**src/rtl/mcr_pkg.sv**
```systemverilog
package mcr_pkg;

  // Rate field as seen by the generator; bit 1 is the upper register bit.
  typedef enum logic [1:0] {
    RATE_RSVD = 2'b00,
    RATE_FAST = 2'b01,
    RATE_MID  = 2'b10,
    RATE_SLOW = 2'b11
  } rateCode_t;

  // Strobes from control to datapath.
  typedef struct packed {
    logic clear;     // restart the cycle counter
    logic loadCode;  // capture the requested rate
  } mcrStrobe_t;

  // Status from datapath to control.
  typedef struct packed {
    logic atLast;     // counter sits on the final count of the cycle
    logic atIdleLast; // counter sits on the final count of an idle sub-period
  } mcrStatus_t;

endpackage

```
**src/rtl/mcr_period_decode.sv**
```systemverilog
module mcr_period_decode
  import mcr_pkg::*;
#(
  parameter int CNT_W    = 10,
  parameter int DIV_FAST = 4,
  parameter int DIV_MID  = 64,
  parameter int DIV_SLOW = 1024
) (
  input  rateCode_t          code,
  output logic [CNT_W-1:0]   lastCount
);

  localparam logic [CNT_W-1:0] LAST_FAST = CNT_W'(DIV_FAST - 1);
  localparam logic [CNT_W-1:0] LAST_MID  = CNT_W'(DIV_MID - 1);
  localparam logic [CNT_W-1:0] LAST_SLOW = CNT_W'(DIV_SLOW - 1);

  always_comb begin
    unique case (code)
      RATE_MID:  lastCount = LAST_MID;
      RATE_SLOW: lastCount = LAST_SLOW;
      default:   lastCount = LAST_FAST;
    endcase
  end

endmodule

```
**src/rtl/mcr_datapath.sv**
```systemverilog
module mcr_datapath
  import mcr_pkg::*;
#(
  parameter int CNT_W    = 10,
  parameter int DIV_FAST = 4,
  parameter int DIV_MID  = 64,
  parameter int DIV_SLOW = 1024,
  parameter int IDLE_DIV = 4
) (
  input  logic       clk,
  input  logic       rstN,
  input  rateCode_t  rateReq,
  input  mcrStrobe_t strobe,
  output mcrStatus_t status
);

  localparam int              IDLE_W   = $clog2(IDLE_DIV);
  localparam logic [CNT_W-1:0] CNT_ONE = CNT_W'(1);
  localparam logic [IDLE_W-1:0] IDLE_LAST = IDLE_W'(IDLE_DIV - 1);

  logic [CNT_W-1:0] cycleCnt;
  logic [CNT_W-1:0] lastCount;
  rateCode_t        activeCode;

  mcr_period_decode #(
    .CNT_W   (CNT_W),
    .DIV_FAST(DIV_FAST),
    .DIV_MID (DIV_MID),
    .DIV_SLOW(DIV_SLOW)
  ) uDecode (
    .code     (activeCode),
    .lastCount(lastCount)
  );

  // Cycle counter: restarts at every boundary.
  always_ff @(posedge clk) begin
    if (!rstN) begin
      cycleCnt <= '0;
    end else if (strobe.clear) begin
      cycleCnt <= '0;
    end else begin
      cycleCnt <= cycleCnt + CNT_ONE;
    end
  end

  // Rate in force: reset to the fast rate, reloaded only at a boundary.
  always_ff @(posedge clk) begin
    if (!rstN) begin
      activeCode <= RATE_FAST;
    end else if (strobe.loadCode) begin
      activeCode <= rateReq;
    end
  end

  always_comb begin
    status.atLast     = (cycleCnt == lastCount);
    status.atIdleLast = (cycleCnt[IDLE_W-1:0] == IDLE_LAST);
  end

  // the counter never runs past the final count of the active rate
  a_r1_count_bound: assert property (@(posedge clk) disable iff (!rstN)
    cycleCnt <= lastCount);

  // after the final count the counter restarts from zero
  a_r2_wrap_zero: assert property (@(posedge clk) disable iff (!rstN)
    status.atLast |=> (cycleCnt == '0));

  // the active rate cannot change away from a boundary
  a_r6_code_hold: assert property (@(posedge clk) disable iff (!rstN)
    !status.atLast |=> $stable(activeCode));

  // the reserved code never becomes the active rate
  a_r5_code_legal: assert property (@(posedge clk) disable iff (!rstN)
    activeCode != RATE_RSVD);

endmodule

```
**src/rtl/mcr_control.sv**
```systemverilog
module mcr_control
  import mcr_pkg::*;
(
  input  logic       clk,
  input  logic       rstN,
  input  rateCode_t  rateReq,
  input  logic       idle,
  input  mcrStatus_t status,
  output mcrStrobe_t strobe,
  output logic       coreEn,
  output logic       perEn
);

  logic boundary;
  logic reqValid;

  always_comb begin
    boundary        = status.atLast;
    reqValid        = (rateReq != RATE_RSVD);
    strobe.clear    = boundary;
    strobe.loadCode = boundary && reqValid;
    coreEn          = rstN && boundary && !idle;
    perEn           = rstN && (idle ? status.atIdleLast : boundary);
  end

  // the core enable is one clock wide
  a_r2_core_single: assert property (@(posedge clk) disable iff (!rstN)
    coreEn |=> !coreEn);

  // the peripheral enable is one clock wide in every mode
  a_r8_per_single: assert property (@(posedge clk) disable iff (!rstN)
    perEn |=> !perEn);

  // the core stays halted while idle
  a_r8_idle_core_off: assert property (@(posedge clk) disable iff (!rstN)
    idle |-> !coreEn);

  // outside idle the peripherals share the core rate
  a_r7_per_tracks: assert property (@(posedge clk) disable iff (!rstN)
    !idle |-> (perEn == coreEn));

endmodule

```
**src/rtl/mcycle_rate_gen.sv**
```systemverilog
module mcycle_rate_gen
  import mcr_pkg::*;
#(
  parameter int CNT_W    = 10,
  parameter int DIV_FAST = 4,
  parameter int DIV_MID  = 64,
  parameter int DIV_SLOW = 1024,
  parameter int IDLE_DIV = 4
) (
  input  logic       clk,
  input  logic       rstN,
  input  logic [1:0] rateSel,
  input  logic       idle,
  output logic       coreEn,
  output logic       perEn
);

  rateCode_t  rateReq;
  mcrStrobe_t strobe;
  mcrStatus_t status;

  assign rateReq = rateCode_t'(rateSel);

  mcr_datapath #(
    .CNT_W   (CNT_W),
    .DIV_FAST(DIV_FAST),
    .DIV_MID (DIV_MID),
    .DIV_SLOW(DIV_SLOW),
    .IDLE_DIV(IDLE_DIV)
  ) uPath (
    .clk    (clk),
    .rstN   (rstN),
    .rateReq(rateReq),
    .strobe (strobe),
    .status (status)
  );

  mcr_control uCtrl (
    .clk    (clk),
    .rstN   (rstN),
    .rateReq(rateReq),
    .idle   (idle),
    .status (status),
    .strobe (strobe),
    .coreEn (coreEn),
    .perEn  (perEn)
  );

endmodule

```
**config.mk**
```make
export PLATFORM = sky130hd
export DESIGN_NAME = mcycle_rate_gen
export DESIGN_NICKNAME = d
export VERILOG_FILES = /design/src/rtl/mcr_pkg.sv /design/src/rtl/mcr_period_decode.sv /design/src/rtl/mcr_datapath.sv /design/src/rtl/mcr_control.sv /design/src/rtl/mcycle_rate_gen.sv
export SDC_FILE = /design/constraint.sdc
export NUM_CORES = 1
export LEC_CHECK = 0
export CAP_MARGIN = 5
export CORE_AREA = 2 2 39 41
export CTS_BUF_LIST = sky130_fd_sc_hd__clkbuf_2
export DETAILED_ROUTE_END_ITERATION = 8
export DIE_AREA = 0 0 41 43
export GPL_TIMING_DRIVEN = 0
export HOLD_SLACK_MARGIN = 0.1
export PLACE_DENSITY = 0.63
export RECOVER_POWER = 100
export SYNTH_ARGS = -nofsm -noshare
export SYNTH_HDL_FRONTEND = slang
export SYNTH_SLANG_ARGS = --single-unit
```
**constraint.sdc**
```tcl
create_clock -name clk -period 2.08 [get_ports clk]
set_clock_uncertainty 0.2 [all_clocks]
set_input_delay 0.416 -clock clk [delete_from_list [all_inputs] [get_ports clk]]
set_output_delay 0.416 -clock clk [all_outputs]
set_load 0.01 [all_outputs]
```
==> reports/results.tsv <==
stage	metric	value	unit
clock_tree	clock latency on the worst-skew pair	0.26	ns
final_layout	layout cell share with drive strength beyond 1	25.0	%
routing	vias post-DR	523	
global_routing	total gr overflow	0	
critical_path	WP buf/inv	1	
routing	DRC	0	
clock_tree	worst-case clock buffer depth	2	
sta	maximum clock frequency	0.428	GHz
logic_synthesis	Synthesis Warnings	0	
critical_path	CP top delay family	simple AND/OR/NAND/NOR gates	
routing	initial detailed-routing violation count	7	
clock_tree	TritonCTS clock tree	done	
sta	fin crit share	112	%
global_routing	vias in the first global route	523	
logic_synthesis	syn nets	73	
critical_path	r2r startpoint	uPath.cycleCnt[4]$_SDFF_PP0_	
logic_synthesis	sequential area share after synthesis	40.9	%
global_routing	first-pass GRT wire length	2.19	mm
run_status	status	complete, but fails checks	
logic_synthesis	Seq cells post-synth	12	
critical_path	Crit Path Category	flip-flop to primary output	
final_layout	final core occ	53.2	%
final_layout	Ant. Diodes	0	
floorplan	Initial Util	42.5	%
run	Max-cap violations	0	
floorplan	die area	1760	µm²
placed_design	Placed Instance Area	668	µm²
placed_design	Final HPWL DP	840	µm
placed_design	Placer Congestion	0.770	
sta	RSZ-0062 raised after global routing	true	
sta	Setup TNS Final	-0.479	ns
global_routing	initial antenna violation count	0	
clock_tree	htree depth	1	
power_and_ir_drop	part of the power in registers	58.3	%
routing	vias per inst	5.45	
critical_path	flop2flop setup slack	0.15	ns
power_and_ir_drop	VDD IR max	377	µV
floorplan	Ports	7	
power_and_ir_drop	Comb power frac	15.6	%
placed_design	Port Buffers	6	
power_and_ir_drop	P_int	315	µW
clock_tree	clock sink count	12	
critical_path	crit-path cells	or4_4, o22ai_4, o21a_1, and3_1, buf_2	
final_layout	layout net count	88	
critical_path	Crit Path Max Fanout	3	
clock_tree	Root Buffer Master	clkbuf_2	
floorplan	Die W	41	µm
critical_path	Worst path max stage delay	0.52	ns
routing	drt pass-1 iters	4	
sta	max_slew headroom	69.2	%
power_and_ir_drop	leakage	0.000268	µW
run_status	violated checks	negative setup slack	
critical_path	Arrival @ worst endpoint	1.72	ns
sta	Slew @ Worst Pin	0.462	ns
routing	WL/cell	12.7	µm
floorplan	Cell Rows	14	
hold_path	HP Class	flip-flop to flip-flop	
final_layout	Layout area overhead	25.1	%
critical_path	Crit. Startpoint	uPath.cycleCnt[4]$_SDFF_PP0_	
power_and_ir_drop	Clk network pwr share	26.1	%
hold_path	min-delay src	uPath.cycleCnt[0]$_SDFF_PP0_	
clock_tree	CTS buffer count	3	
sta	final slew viol count	0	
logic_synthesis	Syn Area/Cell	8.78	µm²
critical_path	CP max stage cell	or4_4	
critical_path	startpoint types	flip-flop	
power_and_ir_drop	switching share of total power	25.7	%
floorplan	Die Span Y	43	µm
sta	Period minus WS final	2.34	ns
power_and_ir_drop	pwr/cell area	576	nW/µm²
power_and_ir_drop	Net Switching	109	µW
sta	Final Setup Violations	2	
routing	Final ANT Viol Nets	0	
final_layout	Finished Cell Area	736	µm²
floorplan	core area	1380	µm²
global_routing	gr usage total	18.4	%
routing	total wire length	1.22	mm
logic_synthesis	netlist area before placement	588	µm²
clock_tree	Reg clk slew, reported paths	0.11	ns
sta	setup ws final	-0.256	ns
sta	Hold Vio Cnt, Final	0	
critical_path	Worst setup EP type	primary output	
clock_tree	CTS Hold Bufs	0	
sta	Fin Hold WS	0.277	ns
critical_path	Worst Path Required	1.46	ns
logic_synthesis	Post-Synthesis Cells	67	
logic_synthesis	Synth cell types	24	
global_routing	largest net degree at the start of global routing	11	
## power by group through the flow
| stage | registers [µW] | logic (µW) | clock network, µW |
|---|---|---|---|
| 5_1_grt | 248 | 75.1 | 130 |
| 4_1_cts | 243 | 64.0 | 116 |
| 6_report | 247 | 66.3 | 111 |
| 3_3_place_gp | 251 | 54.2 | 0 |
| 2_1_floorplan | 250 | 36.9 | 0 |
| 3_5_place_dp | 251 | 54.9 | 0 |
## what timing repair did
action,CTS,global route
pin swaps,3,3
gates resized for setup,14,4
setup endpoints to repair,2,2
setup buffers,4,0
cloned,0,0
## layout by cell type, fill, tap and decap left out
cell type        count
nor3_1              11
dfxtp_2              4
o211a_1              1
xnor2_1              6
dfxtp_4              1
a211o_1              1
ha_4                 1
nor3_4               1
a21oi_1              1
nor4_1               1
inv_1                2
clkdlybuf4s50_1      4
xor2_1               2
o211ai_1             1
clkbuf_1             1
nand2_1              9
o22ai_4              1
and4_1               1
nor2_1               4
and3_1               1
buf_2                2
nand3_1              4
o211ai_2             1
o22ai_1              1
or4_4                1
clkbuf_2             3
o21a_1               1
buf_4                5
nor3b_1              1
dfxtp_1              7
## sequential cells by signal (all words and copies together) (netlist names)
| register | flops |
|---|---|
| uPath.cycleCnt | 10 |
| uPath.activeCode | 2 |
## per-layer routing
metal / global-route usage (%) / vias up / wire (µm)
li1: - / 266 / -
met1: 26.2 / 247 / 571
met2: 25.6 / 6 / 589
met3: 4.71 / 4 / 40
met4: 8.00 / 0 / 22
met5: 0 / - / 0
## metrics by stage
step | instances | worst slack, ns | power (µW)
2_1_floorplan | 67 | 0.0736 | 286
3_3_place_gp | 89 | -0.536 | 305
3_5_place_dp | 89 | -0.552 | 306
4_1_cts | 96 | -0.260 | 423
5_1_grt | 96 | -0.334 | 453
6_report | 96 | -0.256 | 424
## cell type report
| class | count | area, µm² |
|---|---|---|
| clock buffer | 3 | 15.0 |
| inverter | 2 | 7.51 |
| tap | 16 | 20.0 |
| buffer | 2 | 11.3 |
| timing repair buffer | 10 | 80.1 |
| multi-input combinational | 51 | 353 |
| sequential | 12 | 249 |
| fill | 123 | 648 |
## Yosys cell counts
master    count  area [µm²]
dfxtp_1      12         240
nor3_1       12        60.1
nand2_1       9        33.8
xnor2_1       6        52.6
nand3_1       4        20.0
nor2_1        4        15.0
inv_1         2        7.51
xor2_1        2        17.5
a211o_1       1        8.76
a21oi_1       1        5.00
and3_1        1        6.26
and4_1        1        8.76
buf_4         1        7.51
clkbuf_1      1        3.75
ha_1          1        12.5
nor3b_1       1        7.51
nor4_1        1        6.26
o211a_1       1        10.0
o211ai_1      1        7.51
o211ai_2      1        12.5
o21a_1        1        7.51
o22ai_1       1        6.26
o22ai_4       1        20.0
or4_4         1        11.3
## worst register-to-register path: stages, from the launching register on
cell and delay (ns):
dfxtp_4 0.36, or4_4 0.52, o22ai_4 0.13, buf_4 0.13, buf_4 0.10, o211ai_2 0.08, a211o_1 0.30
## cells by family after synthesis
logic type / after synthesis / synth area share (%)
simple gates: 34 / 28.7
flops: 12 / 40.9
compound gates: 8 / 13.2
xor+xnor: 8 / 11.9
buf+inv: 4 / 3.19
fa+ha+maj: 1 / 2.13
## path summary, 6_finish.rpt
kind,to,depth (start not counted)
hold reg to reg,uPath.cycleCnt[0]$_SDFF_PP0_,1
hold / removal,uPath.cycleCnt[0]$_SDFF_PP0_,1
setup / recovery,coreEn,5
setup reg to reg,uPath.activeCode[0]$_SDFFE_PN1P_,6
Power figures use the tool's default switching activity.
